[src/rtl/als_thr_pkg.sv]
package als_thr_pkg;

  // status and control bit positions (decoded by software)
  localparam int unsigned STAT_THR_BIT = 4;
  localparam int unsigned STAT_SAT_BIT = 7;
  localparam int unsigned EN_THR_BIT   = 4;
  localparam int unsigned EN_SAT_BIT   = 7;
  localparam int unsigned RDCLR_BIT    = 7;

  // run length needed by a persistence code
  function automatic int unsigned pers_target(input int unsigned code);
    if (code <= 3) return code;
    return 5 * (code - 3);
  endfunction

  // strict window test
  function automatic logic outside_window(input logic [31:0] val,
                                          input logic [31:0] lo,
                                          input logic [31:0] hi);
    return (val < lo) || (val > hi);
  endfunction

endpackage

[src/rtl/als_thr_split_reg.sv]
module als_thr_split_reg #(
  parameter int unsigned BYTE_W = 8
) (
  input  logic                clk,
  input  logic                rst_n,
  input  logic                wr_lsb,
  input  logic                wr_msb,
  input  logic [BYTE_W-1:0]   wr_data,
  output logic [2*BYTE_W-1:0] value
);
  logic [BYTE_W-1:0] held_q;

  always_ff @(posedge clk or negedge rst_n) begin
    if (!rst_n) begin
      held_q <= '0;
      value  <= '0;
    end else begin
      if (wr_lsb) held_q <= wr_data;
      if (wr_msb) value  <= {wr_data, held_q};
    end
  end
endmodule

[src/rtl/als_thr_persist.sv]
module als_thr_persist #(
  parameter int unsigned PCODE_W = 4
) (
  input  logic               clk,
  input  logic               rst_n,
  input  logic               res_valid,
  input  logic               out_of_range,
  input  logic [PCODE_W-1:0] pcode,
  output logic               fire
);
  import als_thr_pkg::*;

  localparam int unsigned MAX_TGT = pers_target((1 << PCODE_W) - 1);
  localparam int unsigned CNT_W   = $clog2(MAX_TGT + 1);

  logic [CNT_W-1:0] cnt_q, cnt_inc, target;

  assign target  = CNT_W'(pers_target(32'(pcode)));
  // hold at target so a held flag never sees a wrapped count
  assign cnt_inc = (cnt_q < target) ? cnt_q + 1'b1 : cnt_q;
  assign fire    = res_valid && ((pcode == '0) || (out_of_range && (cnt_inc >= target)));

  always_ff @(posedge clk or negedge rst_n) begin
    if (!rst_n)         cnt_q <= '0;
    else if (res_valid) cnt_q <= out_of_range ? cnt_inc : '0;
  end
endmodule

[src/rtl/als_thr_flags.sv]
module als_thr_flags #(
  parameter int unsigned BYTE_W = 8
) (
  input  logic              clk,
  input  logic              rst_n,
  input  logic              set_thr,
  input  logic              set_sat,
  input  logic              wclr_thr,
  input  logic              wclr_sat,
  input  logic              rd_clear,
  input  logic              en_thr,
  input  logic              en_sat,
  output logic [BYTE_W-1:0] status,
  output logic              int_n
);
  import als_thr_pkg::*;

  logic thr_q, sat_q;

  always_ff @(posedge clk or negedge rst_n) begin
    if (!rst_n) begin
      thr_q <= 1'b0;
      sat_q <= 1'b0;
    end else begin
      if (set_thr)                    thr_q <= 1'b1;
      else if (wclr_thr || rd_clear)  thr_q <= 1'b0;
      if (set_sat)                    sat_q <= 1'b1;
      else if (wclr_sat || rd_clear)  sat_q <= 1'b0;
    end
  end

  always_comb begin
    status               = '0;
    status[STAT_THR_BIT] = thr_q;
    status[STAT_SAT_BIT] = sat_q;
  end

  assign int_n = ~((thr_q & en_thr) | (sat_q & en_sat));
endmodule

[src/rtl/als_thr_irq.sv]
module als_thr_irq #(
  parameter int unsigned BYTE_W  = 8,
  parameter int unsigned PCODE_W = 4
) (
  input  logic                clk,
  input  logic                rst_n,
  input  logic                res_valid,
  input  logic [2*BYTE_W-1:0] res_data,
  input  logic                res_sat,
  input  logic [BYTE_W-1:0]   wr_data,
  input  logic                wr_lo_lsb,
  input  logic                wr_lo_msb,
  input  logic                wr_hi_lsb,
  input  logic                wr_hi_msb,
  input  logic                wr_pers,
  input  logic                wr_inten,
  input  logic                wr_cfg,
  input  logic                wr_status,
  input  logic                rd_status,
  output logic [BYTE_W-1:0]   status,
  output logic                int_n
);
  import als_thr_pkg::*;

  localparam int unsigned DATA_W = 2 * BYTE_W;
  localparam int unsigned N_BND  = 2;  // index 0 lower, 1 upper

  logic [N_BND-1:0]  lsb_stb, msb_stb;
  logic [DATA_W-1:0] bound [N_BND];
  logic [PCODE_W-1:0] pcode_q;
  logic en_thr_q, en_sat_q, rdclr_q;

  // named internal events
  logic res_outside, thr_fire, sat_event, rd_clear;

  assign lsb_stb = {wr_hi_lsb, wr_lo_lsb};
  assign msb_stb = {wr_hi_msb, wr_lo_msb};

  for (genvar b = 0; b < N_BND; b++) begin : g_bound
    als_thr_split_reg #(.BYTE_W(BYTE_W)) i_bound (
      .clk     (clk),
      .rst_n   (rst_n),
      .wr_lsb  (lsb_stb[b]),
      .wr_msb  (msb_stb[b]),
      .wr_data (wr_data),
      .value   (bound[b])
    );
  end

  always_ff @(posedge clk or negedge rst_n) begin
    if (!rst_n) begin
      pcode_q  <= '0;
      en_thr_q <= 1'b0;
      en_sat_q <= 1'b0;
      rdclr_q  <= 1'b0;
    end else begin
      if (wr_pers) pcode_q <= wr_data[PCODE_W-1:0];
      if (wr_inten) begin
        en_thr_q <= wr_data[EN_THR_BIT];
        en_sat_q <= wr_data[EN_SAT_BIT];
      end
      if (wr_cfg) rdclr_q <= wr_data[RDCLR_BIT];
    end
  end

  assign res_outside = outside_window(32'(res_data), 32'(bound[0]), 32'(bound[1]));
  assign sat_event   = res_valid && res_sat;
  assign rd_clear    = rd_status && rdclr_q;

  als_thr_persist #(.PCODE_W(PCODE_W)) i_persist (
    .clk          (clk),
    .rst_n        (rst_n),
    .res_valid    (res_valid),
    .out_of_range (res_outside),
    .pcode        (pcode_q),
    .fire         (thr_fire)
  );

  als_thr_flags #(.BYTE_W(BYTE_W)) i_flags (
    .clk      (clk),
    .rst_n    (rst_n),
    .set_thr  (thr_fire),
    .set_sat  (sat_event),
    .wclr_thr (wr_status && wr_data[STAT_THR_BIT]),
    .wclr_sat (wr_status && wr_data[STAT_SAT_BIT]),
    .rd_clear (rd_clear),
    .en_thr   (en_thr_q),
    .en_sat   (en_sat_q),
    .status   (status),
    .int_n    (int_n)
  );
endmodule

[config.mk]
export PLATFORM = sky130hd
export DESIGN_NAME = als_thr_irq
export DESIGN_NICKNAME = d
export VERILOG_FILES = /design/src/rtl/als_thr_pkg.sv /design/src/rtl/als_thr_split_reg.sv /design/src/rtl/als_thr_persist.sv /design/src/rtl/als_thr_flags.sv /design/src/rtl/als_thr_irq.sv
export SDC_FILE = /design/constraint.sdc
export NUM_CORES = 1
export LEC_CHECK = 0
export BUFFER_PORTS_ARGS = -buffer_cell sky130_fd_sc_hd__buf_2
export CAP_MARGIN = 40
export CORE_MARGIN = 2
export CORE_UTILIZATION = 40
export CTS_BUF_LIST = sky130_fd_sc_hd__clkbuf_8
export CTS_CLUSTER_DIAMETER = 100
export DETAILED_ROUTE_END_ITERATION = 10
export PLACE_DENSITY = 0.56
export SLEW_MARGIN = 20
export SYNTH_ARGS = -nofsm -noshare
export SYNTH_HDL_FRONTEND = slang
export SYNTH_HIERARCHICAL = 1
export SYNTH_SLANG_ARGS = --single-unit
[constraint.sdc]
create_clock -name clk -period 12.6 [get_ports clk]
set_input_delay 1.89 -clock clk [delete_from_list [all_inputs] [get_ports clk]]
set_output_delay 1.89 -clock clk [all_outputs]
set_load 0.01 [all_outputs]
==> impl_results.md, run 1 <==
* Area delta synth->final at 11.0%
* Distinct cell type count after synthesis at 51
* Worst Path Required at 12.83 ns
* WL/cell at 14.9 microns
* Worst hold path class: reg2reg
* Routed Antenna Nets at 0
* Crit path DAT at 5.03 ns
* Final core occ at 45.7%
* Worst hold path depth at 1
* Grt met2 use at 23.8%
* Hold-fix buffers, CTS at 0
* Sequential Power Share at 38.4%
* Vias post-DR at 2632
* Setup TNS at 0 ns
* Detailed Route WL at 7.85 mm
* Max_cap viols at 0
* Switching part of the total power at 33.8%
* Largest net degree at the start of global routing at 64
* # rows at 36
* Worst setup SP type: flip-flop
* Top cell type's share of synthesized area at 39.1%
* FF-to-FF setup slack at 7.80 ns
* Post_cts resized at 0
* Gpl congestion at 0.771
* Pwr Density at 153 mW/mm^2
* FFs w/ async S/R, synth at 100%
* Avg Cell Area, Syn at 11.5 sq um
* Worst min-delay path endpoint: rdclr_q
* Clk pwr share at 26.7%
* Worst Path Max Fanout at 11
* Leakage at 2.20 nW
* Min cycle time layout at 4.80 ns
* Slew Viols, Final at 0
* RR Startpoint: pcode_q[2]
* First-pass GRT wire length at 13.1 mm
* Clock Path Buffers at 2
* Total Nets Final at 476
* CP cell instances: a21oi_1 > xor2_1 > ha_1 > ha_1 > fa_1 > xor2_1 > nor3b_1 > a21oi_1 > ha_1 > a21oi_1 > o21ai_0 > a21o_1 > or2_2 > xnor2_1 > ha_1 > a21o_1 > a21oi_1 > o21a_1 > o21ai_0 > a21o_1
* Slowest cell on the critical path: dfrtp_1
* Sequential share of the synthesized area at 39.1%
* Clock Skew at 0.00621 ns
* CTS sink cnt at 63
* Worst Hold Launch: rdclr_q
* Port bufs at 39
* Largest area contributor in the netlist: dfrtp_1
* Clk root buf: clkbuf_8
* Postcts setup bufs at 0
* Drt via density at 4.99
* Setup-failing EPs final at 0
* Final worst-path cycle share at 38.1%
* Initial antenna violation count at 0
* Vias in the first global route at 2681
* Share of layout cells above drive strength 1 at 31.2%
* H-tree depth at 3
* GR Util met1 at 20.8%
* Reg-to-Reg End: i_flags/thr_q
* Met3 Track Usage GR at 3.45%
* Number of synthesized register bits at 63
* Total GRT Usage at 15.1%
* Fill count at 950
* IO Pins at 46
* Drc violations at 0
* Final hold viol count at 0
* Ant diodes at 0
* Worst VDD drop at 0.0746 mV
* Grt peak-use layer: met2
* Post-synth EDFFs at 0
* Clock latency on the worst-skew pair at 0.33 ns
* Fmax at 0.208 GHz
* Die H at 104 microns
* Slew headroom at 64.2%
* CTS tree: yes
* RSZ-0062 raised after global routing: false
* Ys Warns at 6
* WS Path Type: reg2reg
* Placeable Area at 0.00977 sq mm
* Die W at 104 microns
* Status: complete, no violations
* Die ar. at 0.0109 sq mm
* CP Capture Type: flip-flop
* Synthesized area at 0.00403 sq mm
* Worst Tran Pin Value at 0.538 ns
* Gate count of the mapped netlist at 350
* Area contributors post-synth: dfrtp_1, ha_1, mux2_2
* Initial Util at 41.2%
* DR pass1 iterations at 4
* Internal power at 451 uW
* Worst-path clk slew at 0.07 ns
* Comb pwr share at 34.9%
* Psw at 231 uW
* CP max stage delay at 0.50 ns
* Initial DRC Count at 151
* Hpwl dp at 6.02 mm
* FF-to-FF path depth at 20
* CTS buffer count at 9
* Main flop type after synthesis: dfrtp_1
* GRT overflow at 0
==> critical path: cells and delay by family (launching register included) <==
| kind | cells | cell delay, ns |
|---|---|---|
| DFF | 1 | 0.50 |
| adders and majority gates | 5 | 1.44 |
| AOI/OAI and AO/OA | 10 | 1.78 |
| and+or+nand+nor | 2 | 0.43 |
| xor gates and xnor gates | 3 | 0.53 |
==> power groups by stage <==
stage / combinational [mW] / clock [mW] / sequential [mW]
detailed placement: 0.240 / 0 / 0.266
global route: 0.276 / 0.194 / 0.268
CTS: 0.240 / 0.187 / 0.262
floorplan: 0.202 / 0 / 0.256
finish: 0.238 / 0.182 / 0.262
global placement: 0.233 / 0 / 0.265
==> worst max-delay path by stage <==
stage	endpoint	startpoint	cells past startpoint
6_report	i_flags/thr_q	pcode_q[2]	20
5_1_grt	i_flags/thr_q	pcode_q[2]	20
4_1_cts	i_flags/thr_q	pcode_q[2]	20
3_5_place_dp	i_flags/thr_q	pcode_q[2]	20
3_3_place_gp	i_flags/thr_q	pcode_q[2]	20
2_1_floorplan	i_flags/thr_q	pcode_q[2]	21
==> cells by family after synthesis <==
group	Yosys count	share of synthesized area [%]
simple gates	62	8.95
xor+xnor	8	1.74
mux	57	17.8
compound gates	53	8.54
fa+ha+maj	50	15.7
flops	63	39.1
other cells	1	0.0931
buf+inv	56	8.05
==> final cells by class <==
class | count | area, sq um | area share, %
clock buffers | 11 | 151 | 3.39
repair buffers | 42 | 235 | 5.26
inverters | 37 | 139 | 3.11
clock inverters | 5 | 56.3 | 1.26
multi-input cells | 236 | 2150 | 48.0
flip-flops and latches | 63 | 1580 | 35.3
well taps | 133 | 166 | 3.72
==> state kept, by name, indices dropped and copies added (netlist names) <==
name,count
en_sat_q,1
i_persist/cnt_q,6
g_bound.i_bound/value,32
pcode_q,4
en_thr_q,1
g_bound.i_bound/held_q,16
i_flags/thr_q,1
i_flags/sat_q,1
rdclr_q,1
==> through the flow <==
| stage | power (mW) | hold WS (ns) | cell area [sq um] | setup slack (ns) | instances |
|---|---|---|---|---|---|
| 6_report | 0.682 | 0.502 | 4470 | 7.80 | 527 |
| 5_1_grt | 0.738 | 0.518 | 4470 | 7.40 | 527 |
| 4_1_cts | 0.689 | 0.508 | 4440 | 7.80 | 526 |
| 3_5_place_dp | 0.505 | 0.490 | 4240 | 7.82 | 510 |
| 3_3_place_gp | 0.498 | 0.483 | 4230 | 7.89 | 509 |
| 2_1_floorplan | 0.458 | 0.472 | 4050 | 8.39 | 355 |
==> layer usage <==
metal | wire length (microns) | up-vias
met5 | 0 | -
met3 | 272 | 9
li1 | - | 1295
met4 | 103 | 0
met2 | 3630 | 43
met1 | 3840 | 1285
==> Yosys cell counts (3+ instances only) <==
master	count
a21o_1	6
a21oi_1	18
and2_1	4
buf_4	9
buf_6	6
dfrtp_1	63
ha_1	49
inv_1	37
mux2_2	36
mux2_4	20
nand2_1	15
nand3_1	8
nand4_1	3
nor2_1	10
nor2b_1	3
nor3_1	5
o21ai_0	11
o221ai_1	3
xnor2_1	5
xor2_1	3
==> layout by cell type, fill, tap and decap left out, types with 2 or more instances in the layout <==
cell type  Yosys  layout
o21ai_0       11      11
and2_1         4       4
dfrtp_1       63      63
buf_2          2      40
ha_1          49      49
conb_1         1       6
xnor2_1        5       5
nand3_1        8       8
clkinv_2       0       2
nor3b_1        2       2
nand4_1        3       3
a21o_1         6       6
nor4_1         2       2
inv_1         37      37
a21oi_1       18      18
clkbuf_8       0      11
nor2b_1        3       3
mux2_2        36      36
xor2_1         3       3
nor2_1        10      10
nand4_4        2       2
nor3_1         5       5
o221ai_1       3       3
mux2_4        20      20
nand2_1       15      15
No activity file was read; power rests on OpenSTA's default activity.
==> run 2: changes to the inputs <==
==> constraint.sdc (replaced) <==
create_clock -name clk -period 5 [get_ports clk]
set_input_delay 0.75 -clock clk [delete_from_list [all_inputs] [get_ports clk]]
set_output_delay 0.75 -clock clk [all_outputs]
set_load 0.01 [all_outputs]
==> impl_results.md, run 2 (synthesized netlist as in run 1, its figures left out) <==
* FF-to-FF path depth at 20 (unchanged)
* Tot Pwr at 1.80 mW (+160%)
* CTS sink cnt at 63 (unchanged)
* Die W at 104 microns (unchanged)
* Area delta synth->final at 11.9%
* Largest registers: g_bound.i_bound/value x32, g_bound.i_bound/held_q x16, i_persist/cnt_q x6
* Commonest non-fill, non-tap cell in the layout: dfrtp_1
* Pwr Density at 400 mW/mm^2 (+160%)
* Routed met1 length at 4.13 mm (+7.4%)
* Ant diodes at 0 (unchanged)
* CTS buffer count at 9 (unchanged)
* Clock latency on the worst-skew pair at 0.34 ns (about the same)
* RSZ-0062 raised after global routing: false
* Slew Viols, Final at 0 (unchanged)
* Clock Path Buffers at 2 (unchanged)
* Worst Path Max Fanout at 11 (unchanged)
* Met3 WL at 258 microns (-5.1%)
* CP Depth at 20 (unchanged)
* Gpl congestion at 0.788 (+2.1%)
* Vias in the first global route at 2576 (-3.9%)
* Final instance area at 0.00451 sq mm (+0.84%)
* Vias post-DR at 2562 (-2.7%)
* Final core occ at 46.1% (+0.38 points)
* Largest net degree at the start of global routing at 64 (unchanged)
* Reg-to-Reg End: i_flags/thr_q
* Top reg by flops: g_bound.i_bound/value
* CP Capture Type: flip-flop
* Setup TNS at 0 ns (unchanged)
* Drc violations at 0 (unchanged)
* Final hold viol count at 0 (unchanged)
* Total GRT Usage at 15.7% (+0.58 points)
* Hold-fix buffers, CTS at 0 (unchanged)
* Placeable Area at 0.00977 sq mm (unchanged)
* Initial antenna violation count at 0 (unchanged)
* Setup WS post-layout at 0.397 ns (-7.40 ns)
* Slew headroom at 62.8% (-1.3 points)
* Worst Path Required at 5.23 ns (-7.60 ns)
* Worst-path clk slew at 0.07 ns (about the same)
* WHS at 0.301 ns (-0.200 ns)
* Status: complete, no violations
* FF-to-FF setup slack at 0.40 ns (-7.40 ns)
* Leakage at 2.21 nW (+0.85%)
* Drt via density at 4.86 (-2.7%)
* Commonest non-fill, non-tap cells in the layout: dfrtp_1, ha_1, buf_2, inv_1, mux2_2
* Kind of cell adding the most delay to the critical path: adder cells
* Met2 wire length at 3.48 mm (-4.3%)
* Clk root buf: clkbuf_8
* WS Path Type: reg2reg
* Initial Util at 41.2% (unchanged)
* CP cell instances: inv_1 > ha_1 > ha_1 > ha_1 > fa_1 > xor2_1 > nor3b_1 > a21oi_1 > ha_1 > a21oi_1 > o21ai_0 > a21o_1 > or2_2 > xnor2_1 > ha_1 > a21o_1 > a21oi_1 > o21a_1 > o21ai_0 > a21o_1
* DR pass1 iterations at 4 (unchanged)
* WL/cell at 15.1 microns (+1.4%)
* Detailed Route WL at 7.96 mm (+1.4%)
* Setup-failing EPs final at 0 (unchanged)
* CP max stage delay at 0.42 ns (-0.08 ns)
* Fmax at 0.217 GHz (+4.3%)
* Max_cap viols at 0 (unchanged)
* Max reg flops at 32 (unchanged)
* Clock Skew at 0.0111 ns (+0.00486 ns)
* Die ar. at 0.0109 sq mm (unchanged)
* # rows at 36 (unchanged)
* Total Nets Final at 476 (unchanged)
* Routed Antenna Nets at 0 (unchanged)
* Hpwl dp at 5.98 mm (-0.60%)
* Top Metal Used: met4
* Place WS at 0.293 ns (-7.53 ns)
* Worst VDD drop at 0.143 mV (+92%)
* Die H at 104 microns (unchanged)
* Crit path DAT at 4.84 ns (-0.19 ns)
* CTS tree: yes
* Slowest cell on the critical path: dfrtp_2
* Worst setup SP type: flip-flop
* Initial DRC Count at 135 (-11%)
* Worst Tran Pin Value at 0.557 ns (+0.0198 ns)
* Final std cells w/o fill at 527 (unchanged)
* H-tree depth at 3 (unchanged)
* Crit. Startpoint: pcode_q[0]
* Worst hold path class: in2async
* Port bufs at 39 (unchanged)
* Final worst-path cycle share at 92.1% (+54 points)
* Most used cell, CP: ha_1
* Placed Area at 0.00424 sq mm (about the same)
* GRT overflow at 0 (unchanged)
* Share of layout cells above drive strength 1 at 31.7% (+0.51 points)
* First-pass GRT wire length at 13.3 mm (+1.6%)
* Placed cells at 510 (unchanged)
* Min cycle time layout at 4.60 ns (-0.197 ns)
* Postcts setup bufs at 0 (unchanged)
* Crit path buf inv count at 1 (+1)
* IO Pins at 46 (unchanged)
* RR Startpoint: pcode_q[0]
[run 2: worst max-delay path by stage]
| stage | end | slack (ns) |
|---|---|---|
| 2_1_floorplan | i_flags/thr_q | 0.79 |
| 5_1_grt | i_flags/thr_q | 0.05 |
| 3_3_place_gp | i_flags/thr_q | 0.47 |
| 3_5_place_dp | i_flags/thr_q | 0.29 |
| 4_1_cts | i_flags/thr_q | 0.28 |
| 6_report | i_flags/thr_q | 0.40 |
[run 2: worst register-to-register path, stage by stage, from the launching register on]
cell     delay (ns)
dfrtp_2        0.42
inv_1          0.09
ha_1           0.31
ha_1           0.28
ha_1           0.21
fa_1           0.37
xor2_1         0.18
nor3b_1        0.19
a21oi_1        0.09
ha_1           0.31
a21oi_1        0.13
o21ai_0        0.12
a21o_1         0.29
or2_2          0.36
xnor2_1        0.14
ha_1           0.30
a21o_1         0.18
a21oi_1        0.14
o21a_1         0.13
o21ai_0        0.09
a21o_1         0.16
[run 2: what timing repair did]
| item | 4_1_cts | 5_1_grt |
|---|---|---|
| setup endpoints to repair | 0 | 1 |
| gates resized for setup | 0 | 3 |
| endpoints found under the hold margin | 0 | 0 |
[run 2: metal layers]
layer | GRT usage, % | up-vias
li1 | - | 1300
met1 | 23.1 | 1208
met2 | 22.7 | 47
met3 | 3.63 | 7
met4 | 5.21 | 0
met5 | 0 | -
[run 2: cell type report]
type / instances / area [sq um]
Sequential cell: 63 / 1580
Multi-Input combinational cell: 236 / 2150
Clock inverter: 7 / 113
Fill cell: 938 / 5270
Inverter: 37 / 139
Clock buffer: 9 / 124
Timing Repair Buffer: 42 / 238
Tap cell: 133 / 166
[run 2: power breakdown]
| group | internal, mW | leakage [nW] | switching [mW] |
|---|---|---|---|
| combinational | 0.296 | 1.35 | 0.315 |
| sequential | 0.587 | 0.737 | 0.0735 |
| clock | 0.328 | 0.124 | 0.203 |
==> run 3: changes to the inputs <==
--- a/config.mk
+++ b/config.mk
@@ -12,6 +12,7 @@
 export CTS_BUF_LIST = sky130_fd_sc_hd__clkbuf_8
 export CTS_CLUSTER_DIAMETER = 100
 export DETAILED_ROUTE_END_ITERATION = 10
+export MAX_ROUTING_LAYER = met4
 export PLACE_DENSITY = 0.56
 export SLEW_MARGIN = 20
 export SYNTH_ARGS = -nofsm -noshare
==> constraint.sdc (replaced) <==
create_clock -name clk -period 5 [get_ports clk]
set_input_delay 0.5 -clock clk [delete_from_list [all_inputs] [get_ports clk]]
set_output_delay 0.5 -clock clk [all_outputs]
set_load 0.01 [all_outputs]
==> impl_results.md, run 3 (synthesized netlist as in run 1, its figures left out) <==
* Worst Tran Pin Value at 0.542 ns (-0.0153 ns)
* Total Nets Final at 476 (unchanged)
* Crit path buf inv count at 1 (unchanged)
* CTS buffer count at 9 (unchanged)
* Crit path DAT at 4.83 ns (about the same)
* Drc violations at 0 (unchanged)
* Area delta synth->final at 11.9% (unchanged)
* Most used cell, CP: ha_1
* Pwr Density at 400 mW/mm^2 (about the same)
* Max_cap viols at 0 (unchanged)
* First-pass GRT wire length at 13.3 mm (-0.11%)
* CP Capture Type: flip-flop
* Vias post-DR at 2563 (+0.039%)
* Die ar. at 0.0109 sq mm (unchanged)
* Port bufs at 39 (unchanged)
* Leakage at 2.21 nW (unchanged)
* # rows at 36 (unchanged)
* Worst hold path class: in2async
* Setup-failing EPs final at 0 (unchanged)
* Slowest cell on the critical path: dfrtp_2
* Detailed Route WL at 7.94 mm (-0.16%)
* Worst Path Required at 5.23 ns (about the same)
* Initial antenna violation count at 0 (unchanged)
* Final std cells w/o fill at 527 (unchanged)
* CP cell instances: inv_1 > ha_1 > ha_1 > ha_1 > fa_1 > xor2_1 > nor3b_1 > a21oi_1 > ha_1 > a21oi_1 > o21ai_0 > a21o_1 > or2_2 > xnor2_1 > ha_1 > a21o_1 > a21oi_1 > o21a_1 > o21ai_0 > a21o_1
* H-tree depth at 3 (unchanged)
* Die H at 104 microns (unchanged)
* Share of layout cells above drive strength 1 at 31.7% (unchanged)
* CP max stage delay at 0.42 ns (about the same)
* GRT overflow at 0 (unchanged)
* Worst Path Max Fanout at 11 (unchanged)
* Clk root buf: clkbuf_8
* Status: complete, no violations
* Commonest non-fill, non-tap cells in the layout: dfrtp_1, ha_1, buf_2, inv_1, mux2_2
* Placed cells at 510 (unchanged)
* WS Path Type: reg2reg
* Kind of cell adding the most delay to the critical path: adder cells
* Slew headroom at 63.9% (+1.0 points)
* Die W at 104 microns (unchanged)
* Clock Path Buffers at 2 (unchanged)
* Hpwl dp at 5.98 mm (unchanged)
* RSZ-0062 raised after global routing: false
* Ant diodes at 0 (unchanged)
* IO Pins at 46 (unchanged)
* Largest registers: g_bound.i_bound/value x32, g_bound.i_bound/held_q x16, i_persist/cnt_q x6
* Gpl congestion at 0.799 (+1.4%)
* CTS sink cnt at 63 (unchanged)
* Final worst-path cycle share at 92.0% (about the same)
* Initial DRC Count at 98 (-27%)
* Worst VDD drop at 0.143 mV (about the same)
* Drt via density at 4.86 (about the same)
* Top reg by flops: g_bound.i_bound/value
* Placeable Area at 0.00977 sq mm (unchanged)
* Slew Viols, Final at 0 (unchanged)
* Largest net degree at the start of global routing at 64 (unchanged)
* Max reg flops at 32 (unchanged)
* WHS at 0.0507 ns (-0.251 ns)
* DR pass1 iterations at 4 (unchanged)
* Setup TNS at 0 ns (unchanged)
* Fmax at 0.217 GHz (about the same)
* Final hold viol count at 0 (unchanged)
* Place WS at 0.293 ns (unchanged)
* CTS tree: yes
* Min cycle time layout at 4.60 ns (-0.00236 ns)
* Worst setup SP type: flip-flop
* Worst-path clk slew at 0.07 ns (about the same)
* Vias in the first global route at 2574 (-0.078%)
* Clock latency on the worst-skew pair at 0.34 ns (about the same)
* Routed Antenna Nets at 0 (unchanged)
* WL/cell at 15.1 microns (-0.16%)
* Setup WS post-layout at 0.399 ns (+0.00236 ns)
* Total GRT Usage at 16.1% (+0.41 points)
* Commonest non-fill, non-tap cell in the layout: dfrtp_1
* Initial Util at 41.2% (unchanged)
* Clock Skew at 0.00948 ns (-0.00159 ns)
* Hold-fix buffers, CTS at 0 (unchanged)
==> run 3: what timing repair did <==
action | in CTS | in global routing
buffers inserted | 0 | 0
setup endpoints to repair | 0 | 1
gates resized for setup | 0 | 3
==> run 3: final timing paths <==
kind / start / end / depth (start not counted) / slack [ns]
worst max-delay path: pcode_q[0] / i_flags/thr_q / 20 / 0.40
worst min-delay path: rst_n / g_bound[1].i_bound/value[12] / 2 / 0.05
worst max register to register: pcode_q[0] / i_flags/thr_q / 20 / 0.40
worst min register to register: g_bound[0].i_bound/held_q[2] / g_bound[0].i_bound/value[2] / 1 / 0.50
max in group asynchronous: rst_n / pcode_q[2] / 3 / 4.44
min in group clk: wr_cfg / rdclr_q / 2 / 0.40
==> run 3: stage by stage <==
| stage | power, mW | utilization [%] | area, sq um |
|---|---|---|---|
| 2_1_floorplan | 1.15 | - | 4050 |
| 6_report | 1.80 | 46.1 | 4510 |
| 3_3_place_gp | 1.26 | 43.4 | 4240 |
| 5_1_grt | 1.95 | 46.1 | 4510 |
| 4_1_cts | 1.82 | 45.8 | 4470 |
| 3_5_place_dp | 1.28 | 43.4 | 4240 |
==> run 3: per-layer routing <==
metal,vias up,track usage (%),wire length [microns]
met5,-,-,0
li1,1298,-,-
met4,0,6.66,147
met3,10,2.69,198
met2,44,22.7,3460
met1,1211,22.9,4140
==> run 3: layout make-up <==
cell class,instances,area [sq um]
Tap cell,133,166
Clock inverter,7,113
Timing Repair Buffer,42,238
Multi-Input combinational cell,236,2150
Clock buffer,9,124
Sequential cell,63,1580
Fill cell,938,5270
Inverter,37,139
==> run 3: report_power, final <==
group          switching (mW)  total, mW  internal, mW  leakage [nW]
combinational           0.315      0.611         0.296          1.35
sequential             0.0733      0.660         0.587         0.737
clock                   0.202      0.531         0.328         0.124
total                   0.591       1.80          1.21          2.21
